**config.mk**
```make
export PLATFORM = sky130hd
export DESIGN_NAME = npc_unit
export DESIGN_NICKNAME = d
export VERILOG_FILES = /design/src/rtl/npc_pkg.sv /design/src/rtl/npc_decode.sv /design/src/rtl/npc_cond.sv /design/src/rtl/npc_target.sv /design/src/rtl/npc_unit.sv
export SDC_FILE = /design/constraint.sdc
export NUM_CORES = 1
export LEC_CHECK = 0
export ABC_AREA = 0
export BUFFER_PORTS_ARGS = -buffer_cell sky130_fd_sc_hd__buf_2
export CAP_MARGIN = 20
export CORE_AREA = 2 2 100 102
export DETAILED_ROUTE_END_ITERATION = 7
export DIE_AREA = 0 0 102 104
export PLACE_DENSITY = 0.84
export SETUP_SLACK_MARGIN = 0.1
export SYNTH_ARGS = -nofsm -noshare
export SYNTH_HDL_FRONTEND = slang
export SYNTH_HIERARCHICAL = 1
export SYNTH_SLANG_ARGS = --single-unit
```
**constraint.sdc**
```tcl
create_clock -name clk -period 5.7 [get_ports clk]
set_input_delay 1.425 -clock clk [delete_from_list [all_inputs] [get_ports clk]]
set_output_delay 1.425 -clock clk [all_outputs]
set_load 0.02 [all_outputs]
```
**src/rtl/npc_pkg.sv**
```systemverilog
package npc_pkg;

  localparam int INSN_W    = 32;
  localparam int OPC_W     = 6;
  localparam int FUNC_W    = 6;
  localparam int REG_IDX_W = 5;
  localparam int TGT_W     = 26;
  localparam int IMM_W     = 16;
  localparam int WORD_SHIFT = 2;

  localparam logic [OPC_W-1:0] OP_REG_GRP   = 6'h00;
  localparam logic [OPC_W-1:0] OP_SIGN_GRP  = 6'h01;
  localparam logic [OPC_W-1:0] OP_JUMP      = 6'h02;
  localparam logic [OPC_W-1:0] OP_JUMP_LINK = 6'h03;
  localparam logic [OPC_W-1:0] OP_BR_EQ     = 6'h04;
  localparam logic [OPC_W-1:0] OP_BR_NE     = 6'h05;
  localparam logic [OPC_W-1:0] OP_BR_LEZ    = 6'h06;
  localparam logic [OPC_W-1:0] OP_BR_GTZ    = 6'h07;

  localparam logic [FUNC_W-1:0]    FN_JREG = 6'h08;
  localparam logic [REG_IDX_W-1:0] SUB_LTZ = 5'd0;
  localparam logic [REG_IDX_W-1:0] SUB_GEZ = 5'd1;

  typedef enum logic [3:0] {
    FLOW_SEQ,
    FLOW_JABS,
    FLOW_JLINK,
    FLOW_JREG,
    FLOW_BEQ,
    FLOW_BNE,
    FLOW_BLTZ,
    FLOW_BGEZ,
    FLOW_BLEZ,
    FLOW_BGTZ
  } flow_e;

endpackage

```
**src/rtl/npc_decode.sv**
```systemverilog
module npc_decode
  import npc_pkg::*;
(
  input  logic [INSN_W-1:0] instr,
  output flow_e             kind,
  output logic [TGT_W-1:0]  tgt,
  output logic [IMM_W-1:0]  imm
);

  logic [OPC_W-1:0]     opc;
  logic [FUNC_W-1:0]    fn;
  logic [REG_IDX_W-1:0] sub;

  assign opc = instr[INSN_W-1 -: OPC_W];
  assign fn  = instr[FUNC_W-1:0];
  assign sub = instr[IMM_W +: REG_IDX_W];
  assign tgt = instr[TGT_W-1:0];
  assign imm = instr[IMM_W-1:0];

  always_comb begin
    kind = FLOW_SEQ;
    case (opc)
      OP_REG_GRP: begin
        if (fn == FN_JREG) kind = FLOW_JREG;
      end
      OP_SIGN_GRP: begin
        if (sub == SUB_LTZ)      kind = FLOW_BLTZ;
        else if (sub == SUB_GEZ) kind = FLOW_BGEZ;
      end
      OP_JUMP:      kind = FLOW_JABS;
      OP_JUMP_LINK: kind = FLOW_JLINK;
      OP_BR_EQ:     kind = FLOW_BEQ;
      OP_BR_NE:     kind = FLOW_BNE;
      OP_BR_LEZ:    kind = FLOW_BLEZ;
      OP_BR_GTZ:    kind = FLOW_BGTZ;
      default:      kind = FLOW_SEQ;
    endcase
  end

endmodule

```
**src/rtl/npc_cond.sv**
```systemverilog
module npc_cond
  import npc_pkg::*;
#(
  parameter int XLEN = 32
) (
  input  flow_e            kind,
  input  logic [XLEN-1:0]  rs_val,
  input  logic [XLEN-1:0]  rt_val,
  output logic             taken
);

  logic is_neg;
  logic is_zero;
  logic is_eq;

  assign is_neg  = rs_val[XLEN-1];
  assign is_zero = (rs_val == '0);
  assign is_eq   = (rs_val == rt_val);

  always_comb begin
    case (kind)
      FLOW_BEQ:  taken = is_eq;
      FLOW_BNE:  taken = !is_eq;
      FLOW_BLTZ: taken = is_neg;
      FLOW_BGEZ: taken = !is_neg;
      FLOW_BLEZ: taken = is_neg | is_zero;
      FLOW_BGTZ: taken = !is_neg & !is_zero;
      default:   taken = 1'b0;
    endcase
  end

endmodule

```
**src/rtl/npc_target.sv**
```systemverilog
module npc_target
  import npc_pkg::*;
#(
  parameter int XLEN = 32
) (
  input  logic [XLEN-1:0]  pc,
  input  flow_e            kind,
  input  logic             taken,
  input  logic [TGT_W-1:0] tgt,
  input  logic [IMM_W-1:0] imm,
  input  logic [XLEN-1:0]  rs_val,
  output logic [XLEN-1:0]  next_pc,
  output logic [XLEN-1:0]  pc_inc8
);

  localparam int REGION_W = XLEN - TGT_W - WORD_SHIFT;
  localparam int SEXT_W   = XLEN - IMM_W - WORD_SHIFT;

  logic [XLEN-1:0] pc_inc4;
  logic [XLEN-1:0] br_off;
  logic [XLEN-1:0] br_tgt;
  logic [XLEN-1:0] abs_tgt;

  assign pc_inc4 = pc + XLEN'(4);
  assign pc_inc8 = pc + XLEN'(8);
  assign br_off  = {{SEXT_W{imm[IMM_W-1]}}, imm, {WORD_SHIFT{1'b0}}};
  assign br_tgt  = pc_inc4 + br_off;
  assign abs_tgt = {pc_inc4[XLEN-1 -: REGION_W], tgt, {WORD_SHIFT{1'b0}}};

  always_comb begin
    case (kind)
      FLOW_JABS, FLOW_JLINK: next_pc = abs_tgt;
      FLOW_JREG:             next_pc = rs_val;
      FLOW_BEQ, FLOW_BNE, FLOW_BLTZ, FLOW_BGEZ, FLOW_BLEZ, FLOW_BGTZ:
                             next_pc = taken ? br_tgt : pc_inc4;
      default:               next_pc = pc_inc4;
    endcase
  end

endmodule

```
**src/rtl/npc_unit.sv**
```systemverilog
module npc_unit
  import npc_pkg::*;
#(
  parameter int              XLEN       = 32,
  parameter logic [XLEN-1:0] START_ADDR = 32'h0040_0000,
  parameter int              LINK_REG   = 31
) (
  input  logic                 clk,
  input  logic                 rst_n,
  input  logic [INSN_W-1:0]    instr,
  input  logic [XLEN-1:0]      rs_val,
  input  logic [XLEN-1:0]      rt_val,
  output logic [XLEN-1:0]      pc,
  output logic                 link_we,
  output logic [REG_IDX_W-1:0] link_idx,
  output logic [XLEN-1:0]      link_val
);

  flow_e            kind;
  logic [TGT_W-1:0] tgt;
  logic [IMM_W-1:0] imm;
  logic             taken;
  logic [XLEN-1:0]  pc_d;
  logic [XLEN-1:0]  pc_q;
  logic [XLEN-1:0]  pc_inc8;
  logic             pc_en;

  npc_decode u_decode (
    .instr (instr),
    .kind  (kind),
    .tgt   (tgt),
    .imm   (imm)
  );

  npc_cond #(.XLEN(XLEN)) u_cond (
    .kind   (kind),
    .rs_val (rs_val),
    .rt_val (rt_val),
    .taken  (taken)
  );

  npc_target #(.XLEN(XLEN)) u_target (
    .pc      (pc_q),
    .kind    (kind),
    .taken   (taken),
    .tgt     (tgt),
    .imm     (imm),
    .rs_val  (rs_val),
    .next_pc (pc_d),
    .pc_inc8 (pc_inc8)
  );

  // single-cycle core: the PC advances on every edge
  assign pc_en = 1'b1;

  always_ff @(posedge clk or negedge rst_n) begin
    if (!rst_n) begin
      pc_q <= START_ADDR;
    end else if (pc_en) begin
      pc_q <= pc_d;
    end
  end

  assign pc       = pc_q;
  assign link_we  = (kind == FLOW_JLINK);
  assign link_idx = REG_IDX_W'(LINK_REG);
  assign link_val = pc_inc8;

endmodule

```
# After elaboration in Yosys (flattened, before gate mapping)
# Index checks and enable logic that the tools add are counted.
# word_totals
out_inout_bits,70
wordCells,40
ff_bits,32
# classes
muxes,7
eq_ne,19
bitwise,2
reduce_logical,8
addsub,3
# ops
operator,n
$pmux 32 s3,1
$add 32x3->32 const B,1
$add 32x32->32,1
$add 32x4->32 const B,1
$eq 32x32->1,1
$logic_not 32->1,1
$mux 32,1
$pmux 4 s8,1
$eq 6x3->1 const B,4
$eq 4x3->1 const B,4
$eq 6x2->1 const B,2
$eq 4x2->1 const B,2
$eq 4x4->1 const B,2
$eq 6x1->1 const B,1
$eq 6x4->1 const B,1
$logic_not 6->1,1
$pmux 1 s6,1
$reduce_or 6->1,1
$eq 5x1->1 const B,1
$logic_not 5->1,1
$eq 4x1->1 const B,1
$mux 4,1
$logic_not 1->1,3
$mux 3,1
other kinds (4),4

# Logic depth before layout (Yosys ltp)
# Gate-level depths: netlist (run 1).
# depth
depth_word,8
depth_mapped,19

# Hierarchy
# Netlist (run 1), hierarchy kept.
# modules_own_cells
mod,cells_each,area_each_um2,n_inst,seq_area_each_um2
npc_target,473,3261.9,1,0.0
npc_unit,39,858.3,1,802.0
npc_cond,66,500.5,1,0.0
npc_decode,63,461.7,1,0.0

# Least setup slack after synthesis (run 1)
# OpenSTA, ideal clock, no wires.
# synth_path
path_type,reg-to-reg
startpoint,"reg pc_q[4], in the netlist pc[4]"
endpoint,"reg pc_q[31], in the netlist pc[31]"
slack_ns,1.641
t_arrival_ns,3.933
path_stages_with_launch,19
required_time_ns,5.574
n_path_buf,2
path_cell_list,dfrtp_1 -> ha_1 -> and3_1 -> clkbuf_1 -> nand4_1 -> nor2_1 -> and3_1 -> clkbuf_1 -> nand2_1 -> xnor2_1 -> ha_1 -> and4_1 -> a21o_1 -> a22oi_2 -> o21ai_2 -> a221o_1 -> xor2_1 -> mux2i_1 -> a221o_1
# synth_between
elab_chain_len,4
# synth_rtl
item,line,rtl
"start, declared",npc_unit.sv:24,logic [XLEN-1:0] pc_q;
"start signal, assigned",npc_unit.sv:60,pc_q <= pc_d;
$add 32x3->32 (*),npc_target.sv:24,assign pc_inc4 = pc + XLEN'(4);
$add 32x32->32,npc_target.sv:27,assign br_tgt = pc_inc4 + br_off;
$mux 32,npc_target.sv:35,next_pc = taken ? br_tgt : pc_inc4;
$pmux 32 s3 (*),npc_target.sv:31,case (kind)
net pc_d[31],npc_unit.sv:23,logic [XLEN-1:0] pc_d;
# Mark *: on every way through the listed nets, which the timed path passes. The rest lies on a longest branch.

# Worst setup path in the final report (run 1)
# layout_path
startpoint,"reg pc_q[3], in the netlist pc[3]"
endpoint,"reg pc_q[31], in the netlist pc[31]"
# Same word-level chain as after synthesis.

==> flow_summary.html, run 1 <==
<table>
<tr><th>Metric</th><th>Value</th></tr>
<tr><th colspan="2">Run status</th></tr>
<tr><td>Status</td><td>completed</td></tr>
<tr><th colspan="2">Yosys</th></tr>
<tr><td>Post-synthesis instance total</td><td>641</td></tr>
<tr><td>Post-synth EDFFs</td><td>0</td></tr>
<tr><td>Total number of yosys warnings</td><td>6</td></tr>
<tr><td>Fraction of synthesis flops using an asynchronous set or reset pin</td><td>1.000</td></tr>
<tr><td>#FFs+latches synth</td><td>32</td></tr>
<tr><td>Distinct cell type count after synthesis</td><td>71</td></tr>
<tr><td>Part of the Yosys area used for sequential elements</td><td>0.1578</td></tr>
<tr><td>Cell area after synthesis</td><td>5082 µm²</td></tr>
<tr><td>Most used flip-flop cell after synthesis</td><td>dfrtp_1</td></tr>
<tr><td>Synth Area per Inst</td><td>approximately 7.9 µm²</td></tr>
<tr><th colspan="2">Place</th></tr>
<tr><td>Final HPWL DP</td><td>12930 µm</td></tr>
<tr><td>Routability congestion estimate</td><td>approximately 1</td></tr>
<tr><td>Total cell area at the placement stage</td><td>5624 µm²</td></tr>
<tr><td>Buffers on Ports</td><td>162</td></tr>
<tr><td>Number of placed cells counting well taps</td><td>867</td></tr>
<tr><th colspan="2">Pwr</th></tr>
<tr><td>P per Cell Area</td><td>311.4 nW/µm²</td></tr>
<tr><td>Overall power after layout</td><td>0.001780 W</td></tr>
<tr><td>Power Internal</td><td>0.0008703 W</td></tr>
<tr><td>Net switching fraction of the power</td><td>0.5112</td></tr>
<tr><td>Share of total power in sequential cells</td><td>0.222</td></tr>
<tr><td>Portion of total power attributed to the clock network</td><td>0.106</td></tr>
<tr><td>VDD IR max</td><td>0.0002149 V</td></tr>
<tr><td>Fraction of power consumed by combinational cells</td><td>0.672</td></tr>
<tr><td>Net Sw Power</td><td>0.0009100 W</td></tr>
<tr><td>Leakage power summed over all cells</td><td>between 2 and 3 nW</td></tr>
<tr><th colspan="2">Final layout</th></tr>
<tr><td>Flip-flop count of the largest register after layout</td><td>32</td></tr>
<tr><td>Final cell area excluding filler cells</td><td>~5700 µm²</td></tr>
<tr><td>Number of nets in the layout</td><td>about 900</td></tr>
<tr><td>Final non-filler cell total</td><td>875</td></tr>
<tr><td>Fraction of final layout cells with drive strength greater than 1</td><td>0.2642</td></tr>
<tr><td>Filler cells</td><td>just over 900</td></tr>
<tr><td>Area growth from synthesis to final layout</td><td>12.48%</td></tr>
<tr><td>Number of diodes</td><td>0</td></tr>
<tr><th colspan="2">Hold path</th></tr>
<tr><td>Worst min-delay path class</td><td>flop to flop</td></tr>
<tr><td>Critical hold path startpoint</td><td>pc[1]</td></tr>
<tr><th colspan="2">STA</th></tr>
<tr><td>Crit path time final</td><td>4574 ps</td></tr>
<tr><td>Worst-case headroom to the max-slew limit</td><td>0.3105</td></tr>
<tr><td>Number of failing hold endpoints at the final stage</td><td>0</td></tr>
<tr><td>Share of the clock period used by the worst path</td><td>0.8024</td></tr>
<tr><td>Pin slew with the least headroom to its limit</td><td>1034 ps</td></tr>
<tr><td>Max Clk Rate</td><td>0.2186 GHz</td></tr>
<tr><td>Worst-case hold slack</td><td>about 530 ps</td></tr>
<tr><td>Final setup violation count</td><td>0</td></tr>
<tr><td>Post-Route Skew</td><td>between 9 and 10 ps</td></tr>
<tr><td>Unrepaired setup endpoints after global routing</td><td>no</td></tr>
<tr><td>Count of final max-slew check failures</td><td>0</td></tr>
<tr><td>Setup TNS Final</td><td>0 ps</td></tr>
<tr><th colspan="2">GRT</th></tr>
<tr><td>Maximum number of pins on one net before global-route repair</td><td>33</td></tr>
<tr><td>Combined global-route utilization of all metal layers</td><td>0.2916</td></tr>
<tr><td>Via count of the first global-routing pass</td><td>5045</td></tr>
<tr><td>Global-route wire length before repair</td><td>around 25000 µm</td></tr>
<tr><td>Antenna violations before repair</td><td>0</td></tr>
<tr><td>Overflow left after global routing</td><td>0</td></tr>
<tr><th colspan="2">Route</th></tr>
<tr><td>Number of optimization iterations in the first detailed-route pass</td><td>6</td></tr>
<tr><td>Number of antenna-violating nets in the routed design</td><td>0</td></tr>
<tr><td>Per-cell via count in the routed design</td><td>6.207</td></tr>
<tr><td>Via count</td><td>between 5000 and 6000</td></tr>
<tr><td>WL/cell</td><td>18.52 µm</td></tr>
<tr><td>DRC violation count after routing</td><td>0</td></tr>
<tr><td>Total routed wirelength</td><td>16200 µm</td></tr>
<tr><td>Iter 0 DRT Violations</td><td>between 600 and 700</td></tr>
<tr><th colspan="2">Setup path</th></tr>
<tr><td>Startpoint type of the worst setup path</td><td>flop</td></tr>
<tr><td>Largest fanout of any net on the critical path</td><td>7</td></tr>
<tr><td>Crit Path Class</td><td>flop to flop</td></tr>
<tr><td>Worst setup path startpoint</td><td>pc[3]</td></tr>
<tr><td>Worst path arrival time</td><td>4750 ps</td></tr>
<tr><td>Worst EP required</td><td>about 6000 ps</td></tr>
<tr><td>CP Capture Type</td><td>flop</td></tr>
<tr><td>Reg-to-reg startpoint</td><td>pc[3]</td></tr>
<tr><th colspan="2">Floorplan</th></tr>
<tr><td>Die X</td><td>102 µm</td></tr>
<tr><td>Die extent in y</td><td>104 µm</td></tr>
<tr><td>Standard cell core area</td><td>9549 µm²</td></tr>
<tr><td>Die Area</td><td>10610 µm²</td></tr>
<tr><td>Placement Rows</td><td>36</td></tr>
<tr><td>Boundary pin count</td><td>168</td></tr>
<tr><td>Initial standard-cell utilization of the core</td><td>0.5322</td></tr>
<tr><th colspan="2">CTS</th></tr>
<tr><td>Total clock buffers created by CTS</td><td>5</td></tr>
<tr><td>Count of hold buffers inserted by post-cts repair</td><td>0</td></tr>
<tr><td>Worst-skew pair later-pin latency</td><td>~290 ps</td></tr>
<tr><td>Post-CTS Repair Setup Buffers</td><td>0</td></tr>
<tr><td>Clock tree from TritonCTS</td><td>built</td></tr>
<tr><td>Clk pin slew, worst setup/hold paths</td><td>around 80 ps</td></tr>
<tr><td>Number of clock sinks</td><td>32</td></tr>
<tr><td># resized after CTS</td><td>0</td></tr>
<tr><td># H-tree levels</td><td>2</td></tr>
<tr><td>Root buffer cell</td><td>clkbuf_8</td></tr>
<tr><td>Longest Clk Path Bufs</td><td>2</td></tr>
<tr><th colspan="2">Run</th></tr>
<tr><td>Maximum capacitance violations</td><td>0</td></tr>
</table>
-- layer usage --
metal / vias up / track usage / share of wire
met5: - / 0 / 0
met4: 0 / 0.1067 / 0.033
met3: 49 / 0.03763 / 0.099
met2: 376 / 0.4709 / 0.47
met1: 2517 / 0.3948 / 0.40
li1: 2489 / - / -
-- through the flow --
step,setup slack [ps],util
2_1_floorplan,1641,-
3_3_place_gp,1133,0.5890
3_5_place_dp,1076,0.5890
4_1_cts,1156,0.5987
5_1_grt,939.3,0.5987
6_report,1126,0.5987
-- critical path, cell delays in order (launching register included) --
cell	delay, ps
dfrtp_1	450
ha_1	260
and3_1	320
nand4_1	280
nor2_1	230
and3_1	340
nand2_1	120
xnor2_1	330
ha_1	320
and4_1	240
a21o_1	180
a22oi_2	280
o21ai_2	130
a221o_1	350
xor2_1	160
mux2i_1	140
a221o_1	330
-- power groups by stage --
stage	registers (W)	logic, W	clock network, W
global route	0.000407	0.00129	0.000200
global placement	0.000394	0.00114	0
floorplan	0.000420	0.000842	0
detailed placement	0.000398	0.00116	0
finish	0.000396	0.00120	0.000189
CTS	0.000394	0.00117	0.000191
-- Yosys cell counts, drive strengths merged, types with 6 or more instances --
cell type | instances | share of area
xnor2 | 77 | 0.13
buf | 56 | 0.080
nand2 | 50 | 0.037
nand3 | 40 | 0.040
nor2 | 38 | 0.028
ha | 36 | 0.089
o21ai | 35 | 0.035
xor2 | 34 | 0.059
a21oi | 31 | 0.031
dfrtp | 31 | 0.15
clkbuf | 20 | 0.015
nand4 | 20 | 0.025
a222oi | 19 | 0.037
and3 | 15 | 0.019
a21o | 13 | 0.019
nor4 | 12 | 0.018
inv | 11 | 0.0081
nor3 | 9 | 0.013
o21a | 8 | 0.012
and4 | 6 | 0.011
mux2i | 6 | 0.012
nand2b | 6 | 0.0074
nor2b | 6 | 0.0074
-- kinds of logic after synthesis --
logic type                 count (synthesis)  share of synthesized area
xor gates and xnor gates                 111                     0.1913
and+or+nand+nor                          223                     0.2400
other                                      1                  0.0007378
buffers and inverters                     87                     0.1029
AOI/OAI and AO/OA                        143                     0.2006
DFF                                       32                     0.1578
adders and majority gates                 37                    0.09257
muxes                                      7                    0.01403
-- layout make-up --
class	instances	area, µm²	share of cell area
Sequential cell	32	802.0	0.1403
Clock inverter	2	10.01	0.001751
Clock buffer	6	82.58	0.01445
Timing Repair Buffer	165	833.3	0.1458
Tap cell	133	166.4	0.02911
Multi-Input combinational cell	526	3781	0.6614
Inverter	11	41.29	0.007223
-- layout by cell type, fill, tap and decap left out, types with 4 or more instances in the layout --
master and count:
o21ai_1 8, nor3_1 5, conb_1 5, nand3_1 39
o21ai_0 25, xnor2_1 77, nor2_1 38, xor2_1 34
buf_2 162, nand2b_1 6, nand4_1 20, nor2b_1 6
dfrtp_1 31, and4_1 5, inv_1 11, a21oi_1 31
and3_1 14, o21a_1 8, a222oi_1 19, o22a_1 4
a21o_1 13, clkbuf_8 6, nand2_1 50, mux2i_1 6
nor4_1 9, ha_1 36
-- final timing paths --
| path | endpoint | slack (ps) | depth (start not counted) |
|---|---|---|---|
| worst max-delay path | pc[31] | 1130 | 16 |
| worst min register to register | pc[1] | 530 | 1 |
| max in group asynchronous | pc[28] | 3970 | 1 |
| worst max register to register | pc[31] | 1130 | 16 |
| min in group asynchronous | pc[2] | 1220 | 1 |
| worst min-delay path | pc[1] | 530 | 1 |
(Power assumes the default switching activity.)
==> run 2, diff against run 1 <==
--- a/config.mk
+++ b/config.mk
@@ -8,10 +8,10 @@
 export ABC_AREA = 0
 export BUFFER_PORTS_ARGS = -buffer_cell sky130_fd_sc_hd__buf_2
 export CAP_MARGIN = 20
-export CORE_AREA = 2 2 100 102
+export CORE_AREA = 2 2 106 108
 export DETAILED_ROUTE_END_ITERATION = 7
-export DIE_AREA = 0 0 102 104
-export PLACE_DENSITY = 0.84
+export DIE_AREA = 0 0 108 110
+export PLACE_DENSITY = 0.79
 export SETUP_SLACK_MARGIN = 0.1
 export SYNTH_ARGS = -nofsm -noshare
 export SYNTH_HDL_FRONTEND = slang
==> constraint.sdc (replaced) <==
create_clock -name clk -period 3.7 [get_ports clk]
set_input_delay 0.925 -clock clk [delete_from_list [all_inputs] [get_ports clk]]
set_output_delay 0.925 -clock clk [all_outputs]
set_load 0.02 [all_outputs]
==> run 2 against run 1 <==
  * Design area increased by 12%
  * Clock power up 48%
  * Maximum frequency up 25%
  * Die area rose by 12%
  * Wire length increased by 9.1%
  * Final cell count rose by 8.5%
  * Count of clock-buffer cells in the layout grew 1
  * Worst hold slack better by 4.7 ps
  * Via count rose by 5.2%
  * Largest cell class unchanged
==> flow_summary.html, run 2 (synthesis gave the netlist of run 1 again) <==
<table>
<tr><th>Metric</th><th>Value</th></tr>
<tr><th colspan="2">STA</th></tr>
<tr><td>Pin slew with the least headroom to its limit</td><td>775.4 ps (was 1034 ps)</td></tr>
<tr><td>Worst-case headroom to the max-slew limit</td><td>0.4830 (was 0.3105)</td></tr>
<tr><td>Unrepaired setup endpoints after global routing</td><td>yes (was no)</td></tr>
<tr><td>Post-Route Skew</td><td>11.12 ps (was 9.340 ps)</td></tr>
<tr><td>Max Clk Rate</td><td>0.2734 GHz (was 0.2186 GHz)</td></tr>
<tr><td>Count of final max-slew check failures</td><td>0 (unchanged)</td></tr>
<tr><td>Setup TNS Final</td><td>0 ps (unchanged)</td></tr>
<tr><td>Number of failing hold endpoints at the final stage</td><td>0 (unchanged)</td></tr>
<tr><td>Share of the clock period used by the worst path</td><td>0.9887 (was 0.8024)</td></tr>
<tr><td>Final setup violation count</td><td>0 (unchanged)</td></tr>
<tr><td>Crit path time final</td><td>3658 ps (was 4574 ps)</td></tr>
<tr><th colspan="2">Floorplan</th></tr>
<tr><td>Boundary pin count</td><td>168 (unchanged)</td></tr>
<tr><td>Standard cell core area</td><td>10700 µm² (was 9549 µm²)</td></tr>
<tr><td>Die X</td><td>108 µm (was 102 µm)</td></tr>
<tr><td>Die Area</td><td>11880 µm² (was 10610 µm²)</td></tr>
<tr><td>Placement Rows</td><td>38 (was 36)</td></tr>
<tr><td>Initial standard-cell utilization of the core</td><td>0.4751 (was 0.5322)</td></tr>
<tr><td>Die extent in y</td><td>110 µm (was 104 µm)</td></tr>
<tr><th colspan="2">Route</th></tr>
<tr><td>Number of optimization iterations in the first detailed-route pass</td><td>8 (was 6)</td></tr>
<tr><td>Met3 wirelength from detailed routing</td><td>1760 µm (was 1609 µm)</td></tr>
<tr><td>Met2 WL</td><td>8288 µm (was 7602 µm)</td></tr>
<tr><td>DRC violation count after routing</td><td>0 (unchanged)</td></tr>
<tr><td>Uppermost layer routed</td><td>met4 (unchanged)</td></tr>
<tr><td>Via count</td><td>5715 (was 5431)</td></tr>
<tr><td>Detailed-route wire length on metal 1</td><td>7156 µm (was 6462 µm)</td></tr>
<tr><td>Number of antenna-violating nets in the routed design</td><td>0 (unchanged)</td></tr>
<tr><td>Iter 0 DRT Violations</td><td>659 (was 637)</td></tr>
<tr><td>Total routed wirelength</td><td>17680 µm (was 16200 µm)</td></tr>
<tr><td>Per-cell via count in the routed design</td><td>6.022 (was 6.207)</td></tr>
<tr><td>WL/cell</td><td>18.63 µm (was 18.52 µm)</td></tr>
<tr><th colspan="2">Setup path</th></tr>
<tr><td>Worst path arrival time</td><td>3830 ps (was 4750 ps)</td></tr>
<tr><td>Capture point of the worst reg-to-reg path</td><td>pc[31] (unchanged)</td></tr>
<tr><td>Startpoint type of the worst setup path</td><td>flop (unchanged)</td></tr>
<tr><td>Longest individual stage delay on the worst path</td><td>410 ps (was 450 ps)</td></tr>
<tr><td>Flop-to-flop setup slack</td><td>40 ps (was 1130 ps)</td></tr>
<tr><td>Worst r2r path cells</td><td>17 (was 16)</td></tr>
<tr><td>Reg-to-reg startpoint</td><td>pc[3] (unchanged)</td></tr>
<tr><td>Critical path's slowest cell</td><td>dfrtp_2 (was dfrtp_1)</td></tr>
<tr><td>CP Capture Type</td><td>flop (unchanged)</td></tr>
<tr><td>Crit Path Class</td><td>flop to flop (unchanged)</td></tr>
<tr><td>Worst path cell trace</td><td>ha_4 &gt; and3_4 &gt; nand4_1 &gt; nor2_2 &gt; and3_4 &gt; nand2_4 &gt; xnor2_4 &gt; ha_1 &gt; a21oi_2 &gt; o21ai_2 &gt; a21o_1 &gt; a22oi_2 &gt; o21ai_2 &gt; a221o_1 &gt; xor2_1 &gt; mux2i_1 &gt; a221o_1 (was ha_1 &gt; and3_1 &gt; nand4_1 &gt; nor2_1 &gt; and3_1 &gt; nand2_1 &gt; xnor2_1 &gt; ha_1 &gt; and4_1 &gt; a21o_1 &gt; a22oi_2 &gt; o21ai_2 &gt; a221o_1 &gt; xor2_1 &gt; mux2i_1 &gt; a221o_1)</td></tr>
<tr><td>Worst setup path startpoint</td><td>pc[3] (unchanged)</td></tr>
<tr><td>Largest fanout of any net on the critical path</td><td>3 (was 7)</td></tr>
<tr><td>Worst EP required</td><td>3870 ps (was 5880 ps)</td></tr>
<tr><td>Worst setup path endpoint</td><td>pc[31] (unchanged)</td></tr>
<tr><th colspan="2">CTS</th></tr>
<tr><td># H-tree levels</td><td>2 (unchanged)</td></tr>
<tr><td>Root buffer cell</td><td>clkbuf_8 (unchanged)</td></tr>
<tr><td>Number of clock sinks</td><td>32 (unchanged)</td></tr>
<tr><td>Worst-skew pair later-pin latency</td><td>300 ps (was 290 ps)</td></tr>
<tr><td>Clk pin slew, worst setup/hold paths</td><td>80 ps (about the same)</td></tr>
<tr><td>Longest Clk Path Bufs</td><td>2 (unchanged)</td></tr>
<tr><td>Clock tree from TritonCTS</td><td>built (unchanged)</td></tr>
<tr><td>Total clock buffers created by CTS</td><td>5 (unchanged)</td></tr>
<tr><th colspan="2">Pwr</th></tr>
<tr><td>Overall power after layout</td><td>0.003051 W (was 0.001780 W)</td></tr>
<tr><td>Leakage power summed over all cells</td><td>3.097 nW (was 2.690 nW)</td></tr>
<tr><td>VDD IR max</td><td>0.0003480 V (was 0.0002149 V)</td></tr>
<tr><td>P per Cell Area</td><td>474.4 nW/µm² (was 311.4 nW/µm²)</td></tr>
<tr><th colspan="2">Run</th></tr>
<tr><td>Maximum capacitance violations</td><td>0 (unchanged)</td></tr>
<tr><th colspan="2">Final layout</th></tr>
<tr><td>Commonest non-fill, non-tap cells in the layout</td><td>buf_2 (161), xnor2_1 (72), buf_4 (70) (was buf_2 (162), xnor2_1 (77), nand2_1 (50))</td></tr>
<tr><td>Number of diodes</td><td>0 (unchanged)</td></tr>
<tr><td>Fraction of final layout cells with drive strength greater than 1</td><td>0.3622 (was 0.2642)</td></tr>
<tr><td>Number of nets in the layout</td><td>943 (was 876)</td></tr>
<tr><td>Area growth from synthesis to final layout</td><td>26.54% (was 12.48%)</td></tr>
<tr><td>Flip-flop count of the largest register after layout</td><td>32 (unchanged)</td></tr>
<tr><td>Most common cell after layout, fill and taps aside</td><td>buf_2 (unchanged)</td></tr>
<tr><td>Filler cells</td><td>976 (was 909)</td></tr>
<tr><th colspan="2">Place</th></tr>
<tr><td>Buffers on Ports</td><td>162 (unchanged)</td></tr>
<tr><td>Routability congestion estimate</td><td>0.9685 (was 1.002)</td></tr>
<tr><td>Final HPWL DP</td><td>13870 µm (was 12930 µm)</td></tr>
<tr><th colspan="2">GRT</th></tr>
<tr><td>Maximum number of pins on one net before global-route repair</td><td>33 (unchanged)</td></tr>
<tr><td>Global-route wire length before repair</td><td>26680 µm (was 24900 µm)</td></tr>
<tr><td>Overflow left after global routing</td><td>0 (unchanged)</td></tr>
<tr><td>Combined global-route utilization of all metal layers</td><td>0.2889 (was 0.2916)</td></tr>
<tr><td>Antenna violations before repair</td><td>1 (was 0)</td></tr>
<tr><td>Via count of the first global-routing pass</td><td>5206 (was 5045)</td></tr>
<tr><th colspan="2">Run status</th></tr>
<tr><td>Status</td><td>completed (unchanged)</td></tr>
<tr><th colspan="2">Hold path</th></tr>
<tr><td>Worst min-delay path class</td><td>flop to flop (unchanged)</td></tr>
</table>
## run 2: what timing repair did
action	in CTS	in global routing
hold endpoints to repair	0	0
buffers inserted	18	8
resized for setup	5	28
hold buffers	0	0
pin swaps	10	24
setup endpoints to repair	1	6
## run 2: cell type report
type	instances	area, µm²	share of cell area
Clock buffer	7	76.32	0.01187
Clock inverter	1	5.005	0.0007782
Inverter	11	41.29	0.006420
Multi-Input combinational cell	526	3983	0.6193
Sequential cell	32	808.3	0.1257
Tap cell	140	175.2	0.02724
Timing Repair Buffer	232	1343	0.2088
## run 2: how the worst min path moves through the flow
| stage | cells after the start | end | slack, ps | from |
|---|---|---|---|---|
| 6_report | 1 | pc[0] | 530 | pc[0] |
| 5_1_grt | 1 | pc[1] | 570 | pc[1] |
| 4_1_cts | 1 | pc[0] | 540 | pc[0] |
| 3_5_place_dp | 1 | pc[0] | 520 | pc[0] |
| 3_3_place_gp | 1 | pc[0] | 520 | pc[0] |
| 2_1_floorplan | 0 | pc[0] | 630 | rst_n |
## run 2: per-layer routing
| metal | vias to the layer above | global-route usage |
|---|---|---|
| met3 | 40 | 0.04762 |
| met5 | - | 0 |
| met2 | 392 | 0.4865 |
| met4 | 0 | 0.09066 |
| li1 | 2638 | - |
| met1 | 2645 | 0.3797 |
## run 2: stage by stage
stage	setup WS [ps]	cell area (µm²)	utilization	hold WS [ps]	std cells
after floorplan	-31.07	5162	-	629.4	645
after global placement	111.6	5991	0.5600	519.2	915
after detailed placement	-9.832	5991	0.5600	516.4	915
after CTS	93.01	6237	0.5830	541.6	941
after global routing	-92.09	6431	0.6012	567.9	949
final	41.71	6431	0.6012	534.8	949
## run 2: worst max-delay path: cells and delay by family (launching register included)
kind | cells | cell delay [ps]
flops | 1 | 410
compound gates | 7 | 1390
fa+ha+maj | 2 | 370
xor+xnor | 2 | 320
mux | 1 | 140
simple gates | 5 | 900
## run 2: power by group
part | switching, W | internal [W]
logic | 0.00126 | 0.000963
registers | 0.000113 | 0.000441
clock network | 0.000147 | 0.000132
total | 0.00151 | 0.00154
